`src/rtl/i2c_tgt_pkg.sv`:
```
package i2c_tgt_pkg;
   typedef enum logic [2:0] {
      TS_IDLE, TS_ADDR, TS_AACK, TS_WDATA, TS_WACK, TS_RDATA, TS_RACK, TS_SKIP
   } tgt_state_e;

   // command word bit positions
   localparam int CMD_CLR_EVT  = 6;
   localparam int CMD_MASK_EVT = 4;
   localparam int CMD_ACK_EN   = 3;
   localparam int CMD_STALL    = 0;

   // event bits
   localparam int EVT_CMD  = 0;
   localparam int EVT_DATA = 1;

   // status bits
   localparam int ST_STOP = 5;
   localparam int ST_MACK = 3;
   localparam int ST_READ = 2;
endpackage

```
`src/rtl/i2c_tgt_sampler.sv`:
```
module i2c_tgt_sampler #(
   parameter int SYNC_STAGES = 2,
   parameter int FILTER_LEN  = 3
) (
   input  logic clk,
   input  logic rst_n,
   input  logic line_i,
   output logic level_o
);
   localparam int MSB = SYNC_STAGES - 1;

   logic [SYNC_STAGES-1:0] sync_q;

   always_ff @(posedge clk or negedge rst_n) begin
      if (!rst_n) sync_q <= '1;
      else        sync_q <= {sync_q[SYNC_STAGES-2:0], line_i};
   end

   generate
      if (FILTER_LEN == 0) begin : g_direct
         assign level_o = sync_q[MSB];
      end else begin : g_filter
         localparam int CW = $clog2(FILTER_LEN + 1);
         logic [CW-1:0] run_q;
         logic          lvl_q;
         always_ff @(posedge clk or negedge rst_n) begin
            if (!rst_n) begin
               run_q <= '0;
               lvl_q <= 1'b1;
            end else if (sync_q[MSB] == lvl_q) begin
               run_q <= '0;
            end else if (run_q == CW'(FILTER_LEN)) begin
               lvl_q <= sync_q[MSB];
               run_q <= '0;
            end else begin
               run_q <= run_q + 1'b1;
            end
         end
         assign level_o = lvl_q;
      end
   endgenerate
endmodule

```
`src/rtl/i2c_tgt_cond.sv`:
```
module i2c_tgt_cond (
   input  logic clk,
   input  logic rst_n,
   input  logic scl_i,
   input  logic sda_i,
   output logic scl_rise,
   output logic scl_fall,
   output logic start_det,
   output logic stop_det
);
   logic scl_q, sda_q;

   always_ff @(posedge clk or negedge rst_n) begin
      if (!rst_n) begin
         scl_q <= 1'b1;
         sda_q <= 1'b1;
      end else begin
         scl_q <= scl_i;
         sda_q <= sda_i;
      end
   end

   assign scl_rise  = scl_i & ~scl_q;
   assign scl_fall  = ~scl_i & scl_q;
   assign start_det = scl_q & scl_i & sda_q & ~sda_i;
   assign stop_det  = scl_q & scl_i & ~sda_q & sda_i;
endmodule

```
`src/rtl/i2c_tgt_hostif.sv`:
```
module i2c_tgt_hostif
   import i2c_tgt_pkg::*;
#(
   parameter int DATA_W = 8,
   parameter int CMD_W  = 16
) (
   input  logic              clk,
   input  logic              rst_n,
   input  logic              addr_wr,
   input  logic [DATA_W-1:0] addr_d,
   input  logic              cmd_wr,
   input  logic [CMD_W-1:0]  cmd_d,
   input  logic              raise_cmd,
   input  logic              raise_data,
   input  logic              raise_stop,
   input  logic              rw_i,
   input  logic              mack_i,
   output logic [DATA_W-1:0] own_addr_o,
   output logic              ack_en_o,
   output logic              mask_o,
   output logic              stall_o,
   output logic [DATA_W-1:0] tx_byte_o,
   output logic [DATA_W-1:0] tx_new_o,
   output logic              tx_load_o,
   output logic              hold_o,
   output logic [1:0]        evt_o,
   output logic [DATA_W-1:0] stat_o
);
   localparam int TX_LSB = CMD_W - DATA_W;

   logic [DATA_W-1:0] own_q, tx_q;
   logic              ack_q, mask_q, stall_q, hold_q;
   logic [1:0]        evt_q, evt_n;
   logic              hold_n;
   logic              stop_q, read_q, mack_q;
   logic              clear, stretch_evt;
   logic              unused_cmd_bits;

   assign clear       = cmd_wr & cmd_d[CMD_CLR_EVT];
   assign stretch_evt = (raise_cmd & ~raise_stop) | raise_data;
   assign unused_cmd_bits = ^{cmd_d[TX_LSB-1], cmd_d[CMD_CLR_EVT-1], cmd_d[CMD_ACK_EN-1:CMD_STALL+1]};

   always_comb begin
      evt_n  = evt_q;
      hold_n = hold_q;
      if (clear) begin
         evt_n  = 2'b00;
         hold_n = 1'b0;
      end
      if (!mask_q) begin
         if (raise_cmd)  evt_n[EVT_CMD]  = 1'b1;
         if (raise_data) evt_n[EVT_DATA] = 1'b1;
         if (stall_q && stretch_evt) hold_n = 1'b1;
      end
   end

   always_ff @(posedge clk or negedge rst_n) begin
      if (!rst_n) begin
         own_q   <= '0;
         tx_q    <= '0;
         ack_q   <= 1'b0;
         mask_q  <= 1'b0;
         stall_q <= 1'b0;
         hold_q  <= 1'b0;
         evt_q   <= 2'b00;
         stop_q  <= 1'b0;
         read_q  <= 1'b0;
         mack_q  <= 1'b0;
      end else begin
         if (addr_wr) own_q <= addr_d;
         if (cmd_wr) begin
            tx_q    <= cmd_d[CMD_W-1:TX_LSB];
            ack_q   <= cmd_d[CMD_ACK_EN];
            mask_q  <= cmd_d[CMD_MASK_EVT];
            stall_q <= cmd_d[CMD_STALL];
         end
         evt_q  <= evt_n;
         hold_q <= hold_n;
         if (raise_cmd) begin
            stop_q <= raise_stop;
            if (!raise_stop) read_q <= rw_i;
         end
         if (raise_data) mack_q <= mack_i;
      end
   end

   always_comb begin
      stat_o          = '0;
      stat_o[ST_STOP] = stop_q;
      stat_o[ST_MACK] = mack_q;
      stat_o[ST_READ] = read_q;
   end

   assign own_addr_o = own_q;
   assign ack_en_o   = ack_q;
   assign mask_o     = mask_q;
   assign stall_o    = stall_q;
   assign tx_byte_o  = tx_q;
   assign tx_new_o   = cmd_d[CMD_W-1:TX_LSB];
   assign tx_load_o  = clear & hold_q;
   assign hold_o     = hold_q;
   assign evt_o      = evt_q;
endmodule

```
`src/rtl/i2c_tgt_fsm.sv`:
```
module i2c_tgt_fsm
   import i2c_tgt_pkg::*;
#(
   parameter int DATA_W = 8
) (
   input  logic              clk,
   input  logic              rst_n,
   input  logic              scl_rise,
   input  logic              scl_fall,
   input  logic              start_det,
   input  logic              stop_det,
   input  logic              sda_lvl,
   input  logic [DATA_W-1:0] own_addr,
   input  logic              ack_en,
   input  logic [DATA_W-1:0] tx_byte,
   input  logic [DATA_W-1:0] tx_new,
   input  logic              tx_load,
   output logic              sda_oe,
   output logic              raise_cmd,
   output logic              raise_data,
   output logic              raise_stop,
   output logic              rw_o,
   output logic              mack_o,
   output logic [DATA_W-1:0] rx_o,
   output tgt_state_e        state_o
);
   localparam int CNT_W = $clog2(DATA_W + 1);

   tgt_state_e        state_q;
   logic [CNT_W-1:0]  cnt_q;
   logic [DATA_W-1:0] sh_q, tx_sh, rx_q;
   logic              rw_q, mack_q, active_q, ack_drv_q;
   logic              addr_hit, byte_done, bus_cond;

   assign addr_hit  = (own_addr != '0) && (sh_q[DATA_W-1:1] == own_addr[DATA_W-1:1]);
   assign byte_done = scl_fall && (cnt_q == CNT_W'(DATA_W));
   assign bus_cond  = start_det | stop_det;

   assign raise_stop = stop_det & active_q;
   assign raise_cmd  = raise_stop | ((state_q == TS_AACK) & scl_fall & ~bus_cond);
   assign raise_data = scl_fall & ~bus_cond & ((state_q == TS_WACK) | (state_q == TS_RACK));
   assign rw_o       = rw_q;
   assign mack_o     = (state_q == TS_RACK) & mack_q;
   assign rx_o       = rx_q;
   assign state_o    = state_q;

   always_comb begin
      unique case (state_q)
         TS_AACK:  sda_oe = 1'b1;
         TS_WACK:  sda_oe = ack_drv_q;
         TS_RDATA: sda_oe = ~tx_sh[DATA_W-1];
         default:  sda_oe = 1'b0;
      endcase
   end

   always_ff @(posedge clk or negedge rst_n) begin
      if (!rst_n) begin
         state_q   <= TS_IDLE;
         cnt_q     <= '0;
         sh_q      <= '0;
         tx_sh     <= '1;
         rx_q      <= '0;
         rw_q      <= 1'b0;
         mack_q    <= 1'b0;
         active_q  <= 1'b0;
         ack_drv_q <= 1'b0;
      end else if (start_det) begin
         state_q  <= TS_ADDR;
         cnt_q    <= '0;
         active_q <= 1'b0;
      end else if (stop_det) begin
         state_q  <= TS_IDLE;
         active_q <= 1'b0;
      end else begin
         unique case (state_q)
            TS_ADDR: begin
               if (scl_rise) begin
                  sh_q  <= {sh_q[DATA_W-2:0], sda_lvl};
                  cnt_q <= cnt_q + 1'b1;
               end else if (byte_done) begin
                  cnt_q <= '0;
                  if (addr_hit) begin
                     state_q  <= TS_AACK;
                     rw_q     <= sh_q[0];
                     active_q <= 1'b1;
                  end else begin
                     state_q <= TS_SKIP;
                  end
               end
            end
            TS_AACK: begin
               if (scl_fall) begin
                  cnt_q <= '0;
                  if (rw_q) begin
                     state_q <= TS_RDATA;
                     tx_sh   <= tx_byte;
                  end else begin
                     state_q <= TS_WDATA;
                  end
               end
            end
            TS_WDATA: begin
               if (scl_rise) begin
                  sh_q  <= {sh_q[DATA_W-2:0], sda_lvl};
                  cnt_q <= cnt_q + 1'b1;
               end else if (byte_done) begin
                  state_q   <= TS_WACK;
                  ack_drv_q <= ack_en;
                  cnt_q     <= '0;
               end
            end
            TS_WACK: begin
               if (scl_fall) begin
                  rx_q    <= sh_q;
                  state_q <= TS_WDATA;
               end
            end
            TS_RDATA: begin
               if (scl_fall) begin
                  if (cnt_q == CNT_W'(DATA_W - 1)) begin
                     state_q <= TS_RACK;
                     cnt_q   <= '0;
                  end else begin
                     tx_sh <= {tx_sh[DATA_W-2:0], 1'b1};
                     cnt_q <= cnt_q + 1'b1;
                  end
               end
            end
            TS_RACK: begin
               if (scl_rise) begin
                  mack_q <= ~sda_lvl;
               end else if (scl_fall) begin
                  if (mack_q) begin
                     state_q <= TS_RDATA;
                     tx_sh   <= tx_byte;
                  end else begin
                     state_q <= TS_SKIP;
                  end
               end
            end
            default: ;
         endcase
         if (tx_load && state_q == TS_RDATA) tx_sh <= tx_new;
      end
   end
endmodule

```
`src/rtl/i2c_stall_target.sv`:
```
module i2c_stall_target
   import i2c_tgt_pkg::*;
#(
   parameter int SYNC_STAGES = 2,
   parameter int FILTER_LEN  = 3,
   parameter int DATA_W      = 8,
   parameter int CMD_W       = 16
) (
   input  logic              clk,
   input  logic              rst_n,
   input  logic              scl_i,
   input  logic              sda_i,
   output logic              scl_oe,
   output logic              sda_oe,
   input  logic              own_addr_wr,
   input  logic [DATA_W-1:0] own_addr_d,
   input  logic              cmd_wr,
   input  logic [CMD_W-1:0]  cmd_d,
   output logic [1:0]        evt_o,
   output logic [DATA_W-1:0] stat_o,
   output logic [DATA_W-1:0] rx_data_o,
   output logic              irq_o
);
   localparam int NLINES = 2;

   generate
      if (SYNC_STAGES < 2) begin : g_bad_sync
         $error("SYNC_STAGES must be at least 2");
      end
      if (DATA_W != 8) begin : g_bad_width
         $error("DATA_W must be 8 for 7-bit addressing");
      end
      if (CMD_W != 2 * DATA_W) begin : g_bad_cmd
         $error("CMD_W must be twice DATA_W");
      end
   endgenerate

   logic [NLINES-1:0] raw_lines, lvl_lines;
   assign raw_lines = {sda_i, scl_i};

   generate
      for (genvar g = 0; g < NLINES; g++) begin : g_line
         i2c_tgt_sampler #(.SYNC_STAGES(SYNC_STAGES), .FILTER_LEN(FILTER_LEN)) u_smp (
            .clk(clk), .rst_n(rst_n), .line_i(raw_lines[g]), .level_o(lvl_lines[g])
         );
      end
   endgenerate

   logic scl_rise, scl_fall, start_det, stop_det;

   i2c_tgt_cond u_cond (
      .clk(clk), .rst_n(rst_n), .scl_i(lvl_lines[0]), .sda_i(lvl_lines[1]),
      .scl_rise(scl_rise), .scl_fall(scl_fall), .start_det(start_det), .stop_det(stop_det)
   );

   logic [DATA_W-1:0] own_addr, tx_byte, tx_new;
   logic              ack_en, evt_mask, evt_stall, tx_load, hold;
   logic              raise_cmd, raise_data, raise_stop, rw, mack;
   tgt_state_e        fsm_state;

   i2c_tgt_hostif #(.DATA_W(DATA_W), .CMD_W(CMD_W)) u_host (
      .clk(clk), .rst_n(rst_n),
      .addr_wr(own_addr_wr), .addr_d(own_addr_d),
      .cmd_wr(cmd_wr), .cmd_d(cmd_d),
      .raise_cmd(raise_cmd), .raise_data(raise_data), .raise_stop(raise_stop),
      .rw_i(rw), .mack_i(mack),
      .own_addr_o(own_addr), .ack_en_o(ack_en), .mask_o(evt_mask), .stall_o(evt_stall),
      .tx_byte_o(tx_byte), .tx_new_o(tx_new), .tx_load_o(tx_load), .hold_o(hold),
      .evt_o(evt_o), .stat_o(stat_o)
   );

   i2c_tgt_fsm #(.DATA_W(DATA_W)) u_fsm (
      .clk(clk), .rst_n(rst_n),
      .scl_rise(scl_rise), .scl_fall(scl_fall), .start_det(start_det), .stop_det(stop_det),
      .sda_lvl(lvl_lines[1]), .own_addr(own_addr), .ack_en(ack_en),
      .tx_byte(tx_byte), .tx_new(tx_new), .tx_load(tx_load),
      .sda_oe(sda_oe), .raise_cmd(raise_cmd), .raise_data(raise_data), .raise_stop(raise_stop),
      .rw_o(rw), .mack_o(mack), .rx_o(rx_data_o), .state_o(fsm_state)
   );

   assign scl_oe = hold;
   assign irq_o  = |evt_o;
endmodule

```
`config.mk`:
```
export PLATFORM = sky130hd
export DESIGN_NAME = i2c_stall_target
export DESIGN_NICKNAME = d
export VERILOG_FILES = /design/src/rtl/i2c_tgt_pkg.sv /design/src/rtl/i2c_tgt_sampler.sv /design/src/rtl/i2c_tgt_cond.sv /design/src/rtl/i2c_tgt_hostif.sv /design/src/rtl/i2c_tgt_fsm.sv /design/src/rtl/i2c_stall_target.sv
export SDC_FILE = /design/constraint.sdc
export NUM_CORES = 1
export LEC_CHECK = 0
export BUFFER_PORTS_ARGS = -buffer_cell sky130_fd_sc_hd__buf_2
export CORE_MARGIN = 5
export CORE_UTILIZATION = 28
export DETAILED_ROUTE_END_ITERATION = 12
export SETUP_SLACK_MARGIN = 0.1
export SKIP_CTS_REPAIR_TIMING = 1
export SYNTH_ARGS = -nofsm -noshare
export SYNTH_HDL_FRONTEND = slang
export SYNTH_SLANG_ARGS = --single-unit
```
`constraint.sdc`:
```
create_clock -name clk -period 1.71 [get_ports clk]
set_input_delay 0.0855 -clock clk [delete_from_list [all_inputs] [get_ports clk]]
set_output_delay 0.0855 -clock clk [all_outputs]
set_load 0.03 [all_outputs]
```
==> run summary <==
Pre-CTS setup slack: -115 ps
Worst Path Arrival: 2030 ps
Final period util: 104%
Pwr dens: 1190 nW/µm²
Drt first pass iters: 4
Number of global-route vias before repair: 2566
Status: finished, violations left
Insertion delay to the later sink of the worst-skew pair: 330 ps
Prevailing post-synth register cell: dfrtp_1
Congestion Overflow GR: 0
Crit path kind: flop to flop
Die area: 14500 µm²
Crit path capture: u_fsm.state_o[0]$_DFFE_PN0P_
Fin worst setup slack: -71.0 ps
DRC viols: 0
Worst R2R End: u_fsm.state_o[0]$_DFFE_PN0P_
Setup TNS: -513 ps
Post-synth top cells: dfrtp_1 (56), mux2_2 (41), nand2_1 (18), dfstp_2 (16), o21ai_0 (12)
Top-area cell type share of the netlist area: 41.0%
Final setup fails: 10
Clk_skew: 8.55 ps
Vias: 2448
CTS sink count: 72
GRT Util Overall: 10.4%
DR WL/cell: 13.9 µm
CTS Buffer Depth: 2
Antenna-violating nets left: 0
Worst reg-to-reg path cell count: 7
Final WL: 7460 µm
GPL Wtd Cong: 0.839
DR iter-0 viols: 83
Hpwl dp: 5070 µm
Clock root buffer: clkbuf_16
CTS tree: yes
Post-Synthesis Cells: 275
Ports: 51
R2R Path Start: u_fsm.cnt_q[0]$_DFFE_PN0P_
Antenna diode count: 0
Largest net degree at the start of global routing: 73
CP peak stage delay: 400 ps
R2r setup slk: -70 ps
Netlist cell types: 53
Leakage: 2.30 nW
Port Buffer Count: 41
Unrepaired setup endpoints after global routing: yes
Worst hold path class: primary input to flop
First-pass GRT wire length: 11900 µm
Final hold vios: 0
Setup crit start kind: flop
Synth Register Bits: 72
Yosys top cell by area: dfrtp_1
Sequential fraction of the synthesis area: 53.3%
Design Area, Final: 4840 µm²
Worst-path fanout max: 4
Starting Density: 28.4%
Worst Path Required: 1960 ps
CTS Buf Count: 9
Layout area overhead: 41.6%
Final Max Slew Viols: 0
CP cell instances: inv_2 > ha_1 > nand3b_1 > a21o_1 > a311o_1 > a221o_1 > o21ai_2
VDD IR max: 0.000713 V
Final min period: 1780 ps
CTS H-tree depth: 3
Fraction of layout cells with a size suffix above 1: 53.2%
Failing checks: negative setup slack
CP Launch Point: u_fsm.cnt_q[0]$_DFFE_PN0P_
Post-Syn Area per Cell: 12.4 µm²
NumNets Final: 418
Die Span Y: 120 µm
Number of enable flip-flop cells after synthesis: 0
Max frequency: 561 MHz
Row cnt: 40
Crit end category: flop
Die Width: 120 µm
Asr flop ratio synth: 100%
Critical path's slowest cell: dfrtp_1
Top-count cell post-synth: dfrtp_1
Worst hold path stage count: 2
Placed inst area: 4080 µm²
Initial antenna violation count: 0
Synth Cell Area: 3420 µm²
Max-cap violations: 0
Core region area: 12000 µm²
Ys Warns: 0
Clock transition at path regs: 60 ps
Ranking of synthesized cells by area: dfrtp_1 (41%), mux2_2 (14%), dfstp_2 (12%)
Vias/cell: 4.57
[critical path: cells and delay by family (launching register included)]
family,cells,cell delay [ps]
compound gates,4,950
fa+ha+maj,1,140
buf+inv,1,70
flops,1,400
simple gates,1,140
[per-stage QoR]
step	hold slack, ps	instances	total power, mW	utilization (%)
after floorplan	-210	279	2.92	-
after global placement	139	493	3.41	34.0
after detailed placement	141	493	3.45	34.0
after CTS	-214	509	5.54	36.7
after global routing	0.206	536	6.09	40.3
final	6.97	536	5.77	40.3
[flip-flops by register name, indices dropped and copies added, names as in the netlist, 4 cells and up]
name and count:
u_fsm.rx_o 8, u_fsm.sh_q 8, u_fsm.tx_sh 8, u_host.own_addr_o 8, u_host.tx_byte_o 8, g_line.u_smp.g_filter.run_q 4, g_line.u_smp.sync_q 4, u_fsm.cnt_q 4
[area by class of cell]
class,count,area (µm²)
inverter,10,37.5
multi-input combinational,181,1640
clock inverter,4,76.3
fill,1111,7170
tap,147,184
sequential,72,1830
timing repair buffer,110,825
clock buffer,12,256
[kinds of logic after synthesis]
kind of cell | count (synthesis) | share of synthesized area (%)
flops | 72 | 53.3
simple gates | 65 | 10.5
mux | 58 | 19.4
compound gates | 39 | 8.68
buf+inv | 26 | 4.03
xor+xnor | 10 | 2.56
fa+ha+maj | 4 | 1.46
other cells | 1 | 0.110
[metal layers]
metal	vias to the layer above	track usage (%)	part of all wire, %
li1	1174	-	-
met1	1198	12.4	44
met2	62	17.2	49
met3	14	3.18	4.8
met4	0	4.46	2.2
met5	-	0	0
[layout by cell type, fill, tap and decap left out, drive strengths merged, types with 2 or more instances in the layout]
cell type and instances:
buf 93, dfrtp 56, mux2 47, nand2 18, dlygate4sd3 17, dfstp 16
o21ai 14, clkbuf 12, mux2i 11, nor2 10, inv 10, xor2 7
nor3 6, nand2b 6, conb 5, a21oi 4, nand3 4, ha 4
xnor2 3, a21o 3, nor3b 3, nand3b 3, a211oi 3, or3 3
nor2b 2, a22o 2, a221o 2, bufinv 2, o22ai 2, or2 2
o21bai 2, a31oi 2, nor4 2
[worst min path at each step]
stage,from,to,slack (ps)
finish,cmd_d[14],u_host.tx_byte_o[6]$_DFFE_PN0P_,7
global route,cmd_d[14],u_host.tx_byte_o[6]$_DFFE_PN0P_,0.2
CTS,rst_n,u_fsm.sh_q[7]$_DFFE_PN0P_,-210
detailed placement,rst_n,u_fsm.rx_o[7]$_DFFE_PN0P_,140
global placement,rst_n,u_fsm.rx_o[7]$_DFFE_PN0P_,140
floorplan,rst_n,g_line[0].u_smp.g_filter.run_q[0]$_DFF_PN0_,-210
[report_power, final]
| group | switching, mW | internal (mW) |
|---|---|---|
| Combinational | 0.659 | 0.845 |
| Clock | 0.692 | 1.36 |
| Sequential | 0.230 | 1.99 |
No activity file was read; power rests on OpenSTA's default activity.
